## src/rtl/rlp_pkg.sv

```systemverilog
package rlp_pkg;

    typedef enum logic [0:0] {
        PL_IDLE  = 1'b0,
        PL_BURST = 1'b1
    } play_st_t;

    localparam logic [1:0] LAT_TWO   = 2'd2;
    localparam logic [1:0] LAT_THREE = 2'd3;

    function automatic logic lat_code_ok(input logic [1:0] code);
        return (code == LAT_TWO) || (code == LAT_THREE);
    endfunction

    // Column fetched on beat idx; bl must be a power of two.
    function automatic int unsigned beat_col(input int unsigned start,
                                             input int unsigned idx,
                                             input logic        ilv,
                                             input int unsigned bl);
        if (ilv)
            return (start ^ idx) & (bl - 1);
        return (start + idx) & (bl - 1);
    endfunction

endpackage

```

## src/rtl/rlp_mode_reg.sv

```systemverilog
module rlp_mode_reg #(
    parameter logic [1:0] RST_LAT = 2'd2
) (
    input  logic       clk,
    input  logic       rst_n,
    input  logic       cfg_we,
    input  logic [1:0] cfg_lat,
    input  logic       cfg_ilv,
    input  logic       busy,
    output logic [1:0] mode_lat,
    output logic       mode_ilv,
    output logic       cfg_rej
);
    import rlp_pkg::*;

    logic accept;

    always_comb accept = cfg_we && lat_code_ok(cfg_lat) && !busy;

    always_ff @(posedge clk or negedge rst_n) begin
        if (!rst_n) begin
            mode_lat <= RST_LAT;
            mode_ilv <= 1'b0;
            cfg_rej  <= 1'b0;
        end else begin
            cfg_rej <= cfg_we && !accept;
            if (accept) begin
                mode_lat <= cfg_lat;
                mode_ilv <= cfg_ilv;
            end
        end
    end

endmodule

```

## src/rtl/rlp_delay_line.sv

```systemverilog
module rlp_delay_line #(
    parameter int W     = 16,
    parameter int BL    = 4,
    parameter int CW    = 2,
    parameter int DEPTH = 3
) (
    input  logic                            clk,
    input  logic                            rst_n,
    input  logic                            in_v,
    input  logic [CW-1:0]                   in_col,
    input  logic [BL*W-1:0]                 in_words,
    output logic [DEPTH-1:0]                stg_v,
    output logic [DEPTH-1:0][CW-1:0]        stg_col,
    output logic [DEPTH-1:0][BL*W-1:0]      stg_words
);

    for (genvar k = 0; k < DEPTH; k++) begin : g_stage
        logic            src_v;
        logic [CW-1:0]   src_col;
        logic [BL*W-1:0] src_words;

        if (k == 0) begin : g_head
            always_comb begin
                src_v     = in_v;
                src_col   = in_col;
                src_words = in_words;
            end
        end else begin : g_tail
            always_comb begin
                src_v     = stg_v[k-1];
                src_col   = stg_col[k-1];
                src_words = stg_words[k-1];
            end
        end

        always_ff @(posedge clk or negedge rst_n) begin
            if (!rst_n) begin
                stg_v[k]     <= 1'b0;
                stg_col[k]   <= '0;
                stg_words[k] <= '0;
            end else begin
                stg_v[k]     <= src_v;
                stg_col[k]   <= src_col;
                stg_words[k] <= src_words;
            end
        end
    end

endmodule

```

## src/rtl/rlp_burst_player.sv

```systemverilog
module rlp_burst_player #(
    parameter int W  = 16,
    parameter int BL = 4,
    parameter int CW = 2
) (
    input  logic            clk,
    input  logic            rst_n,
    input  logic            launch,
    input  logic [CW-1:0]   l_col,
    input  logic [BL*W-1:0] l_words,
    input  logic            l_ilv,
    output logic            pl_busy,
    output logic            dq_valid,
    output logic [W-1:0]    dq_out
);
    import rlp_pkg::*;

    localparam logic [CW-1:0] LAST_BEAT = CW'(BL - 1);

    play_st_t        st_q, st_d;
    logic [CW-1:0]   idx_q;
    logic [CW-1:0]   col_q;
    logic            ilv_q;
    logic [BL*W-1:0] words_q;
    logic [CW-1:0]   sel;

    // Next-state logic
    always_comb begin
        st_d = st_q;
        unique case (st_q)
            PL_IDLE:  st_d = launch ? PL_BURST : PL_IDLE;
            PL_BURST: begin
                if (launch)
                    st_d = PL_BURST;
                else if (idx_q == LAST_BEAT)
                    st_d = PL_IDLE;
                else
                    st_d = PL_BURST;
            end
            default:  st_d = PL_IDLE;
        endcase
    end

    // State register and burst context
    always_ff @(posedge clk or negedge rst_n) begin
        if (!rst_n) begin
            st_q    <= PL_IDLE;
            idx_q   <= '0;
            col_q   <= '0;
            ilv_q   <= 1'b0;
            words_q <= '0;
        end else begin
            st_q <= st_d;
            if (launch) begin
                idx_q   <= '0;
                col_q   <= l_col;
                ilv_q   <= l_ilv;
                words_q <= l_words;
            end else if (st_q == PL_BURST) begin
                idx_q <= idx_q + 1'b1;
            end
        end
    end

    always_comb sel = CW'(beat_col(32'(col_q), 32'(idx_q), ilv_q, BL));

    // Outputs
    always_comb begin
        pl_busy  = 1'b0;
        dq_valid = 1'b0;
        dq_out   = '0;
        unique case (st_q)
            PL_IDLE: ;
            PL_BURST: begin
                pl_busy  = 1'b1;
                dq_valid = 1'b1;
                dq_out   = words_q[int'(sel)*W +: W];
            end
            default: ;
        endcase
    end

endmodule

```

## src/rtl/rd_lat_pipe.sv

```systemverilog
module rd_lat_pipe #(
    parameter int         W       = 16,
    parameter int         BL      = 4,
    parameter logic [1:0] RST_LAT = 2'd2
) (
    input  logic                  clk,
    input  logic                  rst_n,
    input  logic                  rd_cmd,
    input  logic [$clog2(BL)-1:0] rd_col,
    input  logic [BL*W-1:0]       rd_words,
    input  logic                  cfg_we,
    input  logic [1:0]            cfg_lat,
    input  logic                  cfg_ilv,
    output logic                  dq_oe,
    output logic                  dq_valid,
    output logic [W-1:0]          dq_out,
    output logic [1:0]            mode_lat,
    output logic                  mode_ilv,
    output logic                  cfg_rej
);
    import rlp_pkg::*;

    localparam int CW    = $clog2(BL);
    localparam int DEPTH = 3;

    logic [DEPTH-1:0]           stg_v;
    logic [DEPTH-1:0][CW-1:0]   stg_col;
    logic [DEPTH-1:0][BL*W-1:0] stg_words;
    logic                       pl_busy;
    logic                       busy;
    logic                       launch;
    logic [CW-1:0]              l_col;
    logic [BL*W-1:0]            l_words;

    always_comb busy = rd_cmd || (|stg_v) || pl_busy;

    rlp_mode_reg #(.RST_LAT(RST_LAT)) u_mode (
        .clk      (clk),
        .rst_n    (rst_n),
        .cfg_we   (cfg_we),
        .cfg_lat  (cfg_lat),
        .cfg_ilv  (cfg_ilv),
        .busy     (busy),
        .mode_lat (mode_lat),
        .mode_ilv (mode_ilv),
        .cfg_rej  (cfg_rej)
    );

    rlp_delay_line #(.W(W), .BL(BL), .CW(CW), .DEPTH(DEPTH)) u_dly (
        .clk       (clk),
        .rst_n     (rst_n),
        .in_v      (rd_cmd),
        .in_col    (rd_col),
        .in_words  (rd_words),
        .stg_v     (stg_v),
        .stg_col   (stg_col),
        .stg_words (stg_words)
    );

    // Stage m-1 holds the read that launches on the next edge.
    always_comb begin
        if (mode_lat == LAT_THREE) begin
            launch  = stg_v[2];
            l_col   = stg_col[2];
            l_words = stg_words[2];
        end else begin
            launch  = stg_v[1];
            l_col   = stg_col[1];
            l_words = stg_words[1];
        end
    end

    rlp_burst_player #(.W(W), .BL(BL), .CW(CW)) u_play (
        .clk      (clk),
        .rst_n    (rst_n),
        .launch   (launch),
        .l_col    (l_col),
        .l_words  (l_words),
        .l_ilv    (mode_ilv),
        .pl_busy  (pl_busy),
        .dq_valid (dq_valid),
        .dq_out   (dq_out)
    );

    // Drive leads data by one cycle: pending launch or active beat.
    always_comb dq_oe = dq_valid || launch;

endmodule

```

## config.mk

```make
export PLATFORM = sky130hd
export DESIGN_NAME = rd_lat_pipe
export DESIGN_NICKNAME = d
export VERILOG_FILES = /design/src/rtl/rlp_pkg.sv /design/src/rtl/rlp_mode_reg.sv /design/src/rtl/rlp_delay_line.sv /design/src/rtl/rlp_burst_player.sv /design/src/rtl/rd_lat_pipe.sv
export SDC_FILE = /design/constraint.sdc
export NUM_CORES = 1
export LEC_CHECK = 0
export BUFFER_PORTS_ARGS = -buffer_cell sky130_fd_sc_hd__buf_2
export CORE_MARGIN = 2
export CORE_UTILIZATION = 24
export CTS_CLUSTER_SIZE = 12
export DETAILED_ROUTE_END_ITERATION = 8
export MAX_ROUTING_LAYER = met4
export PLACE_DENSITY = 0.4
export RECOVER_POWER = 25
export SYNTH_ARGS = -nofsm -noshare
export SYNTH_HDL_FRONTEND = slang
export SYNTH_SLANG_ARGS = --single-unit
```

## constraint.sdc

```tcl
create_clock -name clk -period 4.3 [get_ports clk]
set_input_delay 0.86 -clock clk [delete_from_list [all_inputs] [get_ports clk]]
set_output_delay 0.86 -clock clk [all_outputs]
set_load 0.02 [all_outputs]
```

* Yosys cells after proc, flatten, opt, wreduce, memory -nomap -nowiden *
Index checks and enable logic that the tools add are counted.

storage, ports and cells
  logic and storage cells = 51
  register bits after elaboration = 275
  input port bits = 73
  output and inout port bits = 22

operators by class
  $add $sub $neg = 2
  shift-type cells = 1
  muxes and demuxes = 14
  reduce and logical (&&, ||, !) cells = 11
  eq/ne operators = 4
  bitwise operators = 2

operator list
  operator                                     count
  two-way mux 64 bit                           1
  variable part select 64 x 7 -> 16 bit        1
  two-way mux 16 bit                           1
  two-way mux 2 bit                            5
  equality test 2 bit, second input constant   4
  two-way mux 1 bit                            6
  logical OR 1 bit                             4
  logical AND 1 bit                            3
  OR reduction 3 bit                           1
  adder 2 x 1 -> 2 bit, second input constant  1
  adder 2 bit                                  1
  logical NOT 1 bit                            2
  case mux 1 bit (2 select lines)              1
  nonzero test 2 bit                           1
  bitwise XOR 2 bit                            1
  inverter 1 bit                               1

* Longest topological paths before layout *
  depth after elaboration = 7
  depth in mapped cells = 6
  depth with buffers taken out = 4

* Modules after synthesis *
Synthesis repeated with hierarchy kept, for this count alone.

unflattened totals
  cells, all modules = 539
  area total of the unflattened synthesis = 9469.1 µm²

by module, submodules not included
  module            area each (µm²)  seq. area each (µm²)  instances  cells an instance
  rlp_delay_line    5044.8           5029.8                1          203
  rlp_burst_player  3350.7           1751.7                1          246
  rd_lat_pipe       903.4            0.0                   1          80
  rlp_mode_reg      170.2            101.3                 1          10

* Worst setup path after synthesis *
OpenSTA, ideal clock, no wires.

  path kind = flip-flop to output port
  start point = reg u_play.idx_q[0]
  end point = out dq_out[3]
  data required time = 3.440 ns
  path buffers = 2
  arrival = 1.688 ns
  cell stages (with the launch flop) = 7
  setup slack = 1.752 ns
  cell sequence = dfrtp_1 > ha_1 > clkbuf_1 > buf_2 > mux2i_1 > nor2_1 > mux2_2

on the way
  cells in the longest elaborated chain, start to end = 5
  elaborated cells between the ends (all ways) = 6
  those cells by class = 1 x add/sub; 1 x shift; 3 x mux; 1 x bitwise

ends and longest elaborated chain
  element                                                              RTL line                source
  from (decl)                                                          rlp_burst_player.sv:21  logic [CW-1:0] idx_q;
  from (signal assigned)                                               rlp_burst_player.sv:60  idx_q <= idx_q + 1'b1;
  parallel branches: the longest is 2 deep, another holds adder 2 bit  n/a
  two-way mux 2 bit *                                                  rlp_pkg.sv:22           return (start + idx) & (bl - 1);
  variable part select 64 x 7 -> 16 bit *                              rlp_burst_player.sv:77  dq_out = words_q[int'(sel)*W +: W];
  two-way mux 16 bit *                                                 rlp_burst_player.sv:72  unique case (st_q)
  to (decl)                                                            rd_lat_pipe.sv:16       output logic [W-1:0] dq_out,

Mark *: on every way between the ends.

* Worst setup path in the final report *
  start point = reg u_play.idx_q[0]
  end point = out dq_out[6]

The elaborated chain is that of the path after synthesis.

==> insert_results.sql <==
INSERT INTO impl_metrics (metric_group, metric, value, unit) VALUES
('yosys', 'synth_area_leader_cell', 'sky130_fd_sc_hd__dfrtp_1', ''),
('cts', 'tritoncts', 'built', ''),
('critical_path', 'critical_path.cell_chain', 'ha_2 -> buf_4 -> mux2i_1 -> nor2_1 -> mux2_4 -> buf_2', ''),
('finish', 'post-route-cell-area', '0.01154', 'sq mm'),
('floorplan', 'floorplan.die.width', '201.5', 'um'),
('timing', 'clock_skew', '12.81', 'ps'),
('timing', 'setup_viol', '0', ''),
('route', 'vias_per_cell', '3.842', ''),
('timing', 'final_hold_fails', '0', ''),
('yosys', 'post_synth_inst_count', '531', ''),
('yosys', 'yosys.cell_count.top_type', 'sky130_fd_sc_hd__dfrtp_1', ''),
('cts', 'clk_pin_slew', '50', 'ps'),
('timing', 'slew_violations', '0', ''),
('cts', 'clkSinkCount', '275', ''),
('route', 'drc_errors', '0', ''),
('global_route', 'first_global_vias', '5434', ''),
('finish', 'total_area_of_multi_input_combinational_cells', '0.002338', 'sq mm'),
('critical_path', 'worst-endpoint-required', '3440', 'ps'),
('floorplan', 'fp-row-count', '72', ''),
('floorplan', 'num_io_pins', '95', ''),
('finish', 'fin_nets', '722', ''),
('global_route', 'grt.overflow.total', '0', ''),
('timing', 'setup_tns_final', '0', 'ps'),
('yosys', 'synth-edff-count', '0', ''),
('min_path', 'hold_path.class', 'reg2reg', ''),
('placed_design', 'detailed_place.area', '0.01043', 'sq mm'),
('placed_design', 'dp_hpwl', '12720', 'um'),
('finish', 'areaGrowthSynthToFinish', '23.30', '%'),
('yosys', 'synth-seq-area-share', '73.53', '%'),
('critical_path', 'crit_fanout', '15', ''),
('floorplan', 'fp.coreArea', '0.03856', 'sq mm'),
('floorplan', 'die_height', '201.5', 'um'),
('route', 'drt_first_iter_violations', '143', ''),
('cts', 'count_of_h_tree_levels_built_during_cts', '2', ''),
('critical_path', 'timing.critical_path.arrival', '2720', 'ps'),
('route', 'drt.antenna.violating_nets', '0', ''),
('global_route', 'antenna_violations_before_repair', '0', ''),
('pwr', 'power_density', '563.4', 'mW/mm^2'),
('critical_path', 'critPathKind', 'reg2out', ''),
('finish', 'sequential_cell_area', '0.006883', 'sq mm'),
('yosys', 'postSynthNetCount', '606', ''),
('timing', 'relSlewSlack', '32.19', '%'),
('yosys', 'synth-warning-count', '0', ''),
('cts', 'postCtsSetupBuffers', '0', ''),
('critical_path', 'worst_setup_path_end_kind', 'primary output', ''),
('critical_path', 'r2r_cells', '4', ''),
('critical_path', 'critical-path-max-stage-delay', '650', 'ps'),
('global_route', 'overall_routing_resource_usage', '10.34', '%'),
('cts', 'cts_root_buf', 'sky130_fd_sc_hd__clkbuf_16', ''),
('cts', 'post_cts.resized_instances', '0', ''),
('finish', 'filler_cell_count', '3882', ''),
('yosys', 'synthTopCellsByArea', 'sky130_fd_sc_hd__dfrtp_1 73%, sky130_fd_sc_hd__mux2_2 17%, sky130_fd_sc_hd__mux2i_1 3.5%, sky130_fd_sc_hd__mux2_4 1.6%, sky130_fd_sc_hd__nor2_1 1.3%', ''),
('finish', 'insertedDiodeCount', '0', ''),
('route', 'route.final.wire_length', '19480', 'um'),
('floorplan', 'floorplan.initialDensity', '24.28', '%'),
('critical_path', 'cpMaxStageDelayCell', 'sky130_fd_sc_hd__ha_2', ''),
('status', 'status', 'finished clean', ''),
('finish', 'final_layout_size_suffix_gt1_share', '46.04', '%'),
('cts', 'largest_buffer_count_on_any_clock_path', '3', ''),
('yosys', 'synth.cells.most_frequent', '274 x sky130_fd_sc_hd__dfrtp_1, 140 x sky130_fd_sc_hd__mux2_2, 33 x sky130_fd_sc_hd__mux2i_1, 33 x sky130_fd_sc_hd__nor2_1, 12 x sky130_fd_sc_hd__buf_2', ''),
('timing', 'fmaxAchievable', '0.2792', 'GHz'),
('timing', 'post-route-period-util', '83.30', '%'),
('timing', 'setup_slack', '717.9', 'ps'),
('critical_path', 'startpoint_types', 'flip-flop', ''),
('yosys', 'async_flop_share', '100.0', '%'),
('placed_design', 'dpl.cell_count', '1129', ''),
('floorplan', 'design.die.area', '0.04060', 'sq mm'),
('route', 'total_via_count_after_detailed_routing', '4560', ''),
('yosys', 'synth_top_flop_cell', 'sky130_fd_sc_hd__dfrtp_1', ''),
('yosys', 'number_of_different_library_cells_in_the_post_synthesis_netlist', '24', ''),
('pwr', 'ir_worst_vdd', '369.5', 'uV');
kinds of logic after synthesis:
logic type / share of synthesized area (%)
AND/OR/NAND/NOR: 1.885
XOR/XNOR: 0.3610
multiplexers: 22.34
AO/OA/AOI/OAI: 0.05342
buffers and inverters: 1.564
flip-flops: 73.53
adder cells (fa/ha/maj): 0.2673
report_power, final:
group	switching, uW	internal, uW	total, uW
registers	90.4	2760	2850
logic	454	376	830
clock network	1060	1760	2820
cell usage in the layout (no fill, tap or decap), drive strengths merged, types with 2 or more instances in the layout:
cell and count:
mux2 151, nor2b 2, nand2 2, dfrtp 274, bufinv 3, clkinv 6, clkbuf 47, nor2 33
buf 102, inv 2, mux2i 34, xnor2 2, and2 2, ha 2
area by class of cell:
type / count / share of cell area, %
clock buffer: 47 / 8.413
clock inverter: 11 / 1.247
inverter: 1 / 0.03252
multi-input combinational: 233 / 20.26
sequential: 275 / 59.64
tap: 518 / 5.616
timing repair buffer: 102 / 4.792
flip-flops by register name, indices dropped and copies added, names as in the netlist, 2 cells and up:
register                 count
u_dly.g_stage.src_col        4
u_dly.g_stage.src_v          2
u_dly.g_stage.src_words    128
u_dly.stg_col                2
u_dly.stg_words             64
u_mode.mode_lat              2
u_play.col_q                 2
u_play.idx_q                 2
u_play.words_q              64
final timing paths:
kind / start / endpoint / slack, ps
worst min-delay path: u_dly.g_stage[1].src_words[6] / u_dly.g_stage[2].src_words[6] / 340
max in group asynchronous: rst_n / u_dly.g_stage[1].src_words[0] / 2730
worst max-delay path: u_play.idx_q[0] / dq_out[6] / 720
worst min register to register: u_dly.g_stage[1].src_words[6] / u_dly.g_stage[2].src_words[6] / 340
worst max register to register: u_mode.mode_lat[0] / u_play.words_q[10] / 1440
min in group asynchronous: rst_n / u_dly.g_stage[1].src_words[51] / 400
critical path, delay by kind of cell, from the launching register on:
kind	cells	cell delay, ps
flops	1	410
buf+inv	2	450
simple gates	1	80
fa+ha+maj	1	650
mux	2	610
routing by layer:
metal	share of wire (%)	routed length (um)	vias to the layer above	global-route usage [%]
li1	-	-	2044	-
met1	48	9348	2366	13.86
met2	44	8613	107	14.96
met3	4.7	917	43	2.446
met4	3.1	603	0	4.412
met5	0	0	-	-
through the flow:
stage	utilization, %	hold WS, ps	total power (uW)
4_1_cts	29.93	346.1	6639
5_1_grt	29.93	343.9	6817
6_report	29.93	344.0	6502
3_5_place_dp	27.04	334.7	3743
3_3_place_gp	27.04	333.8	3727
2_1_floorplan	-	331.2	3414
(Power assumes the default switching activity.)
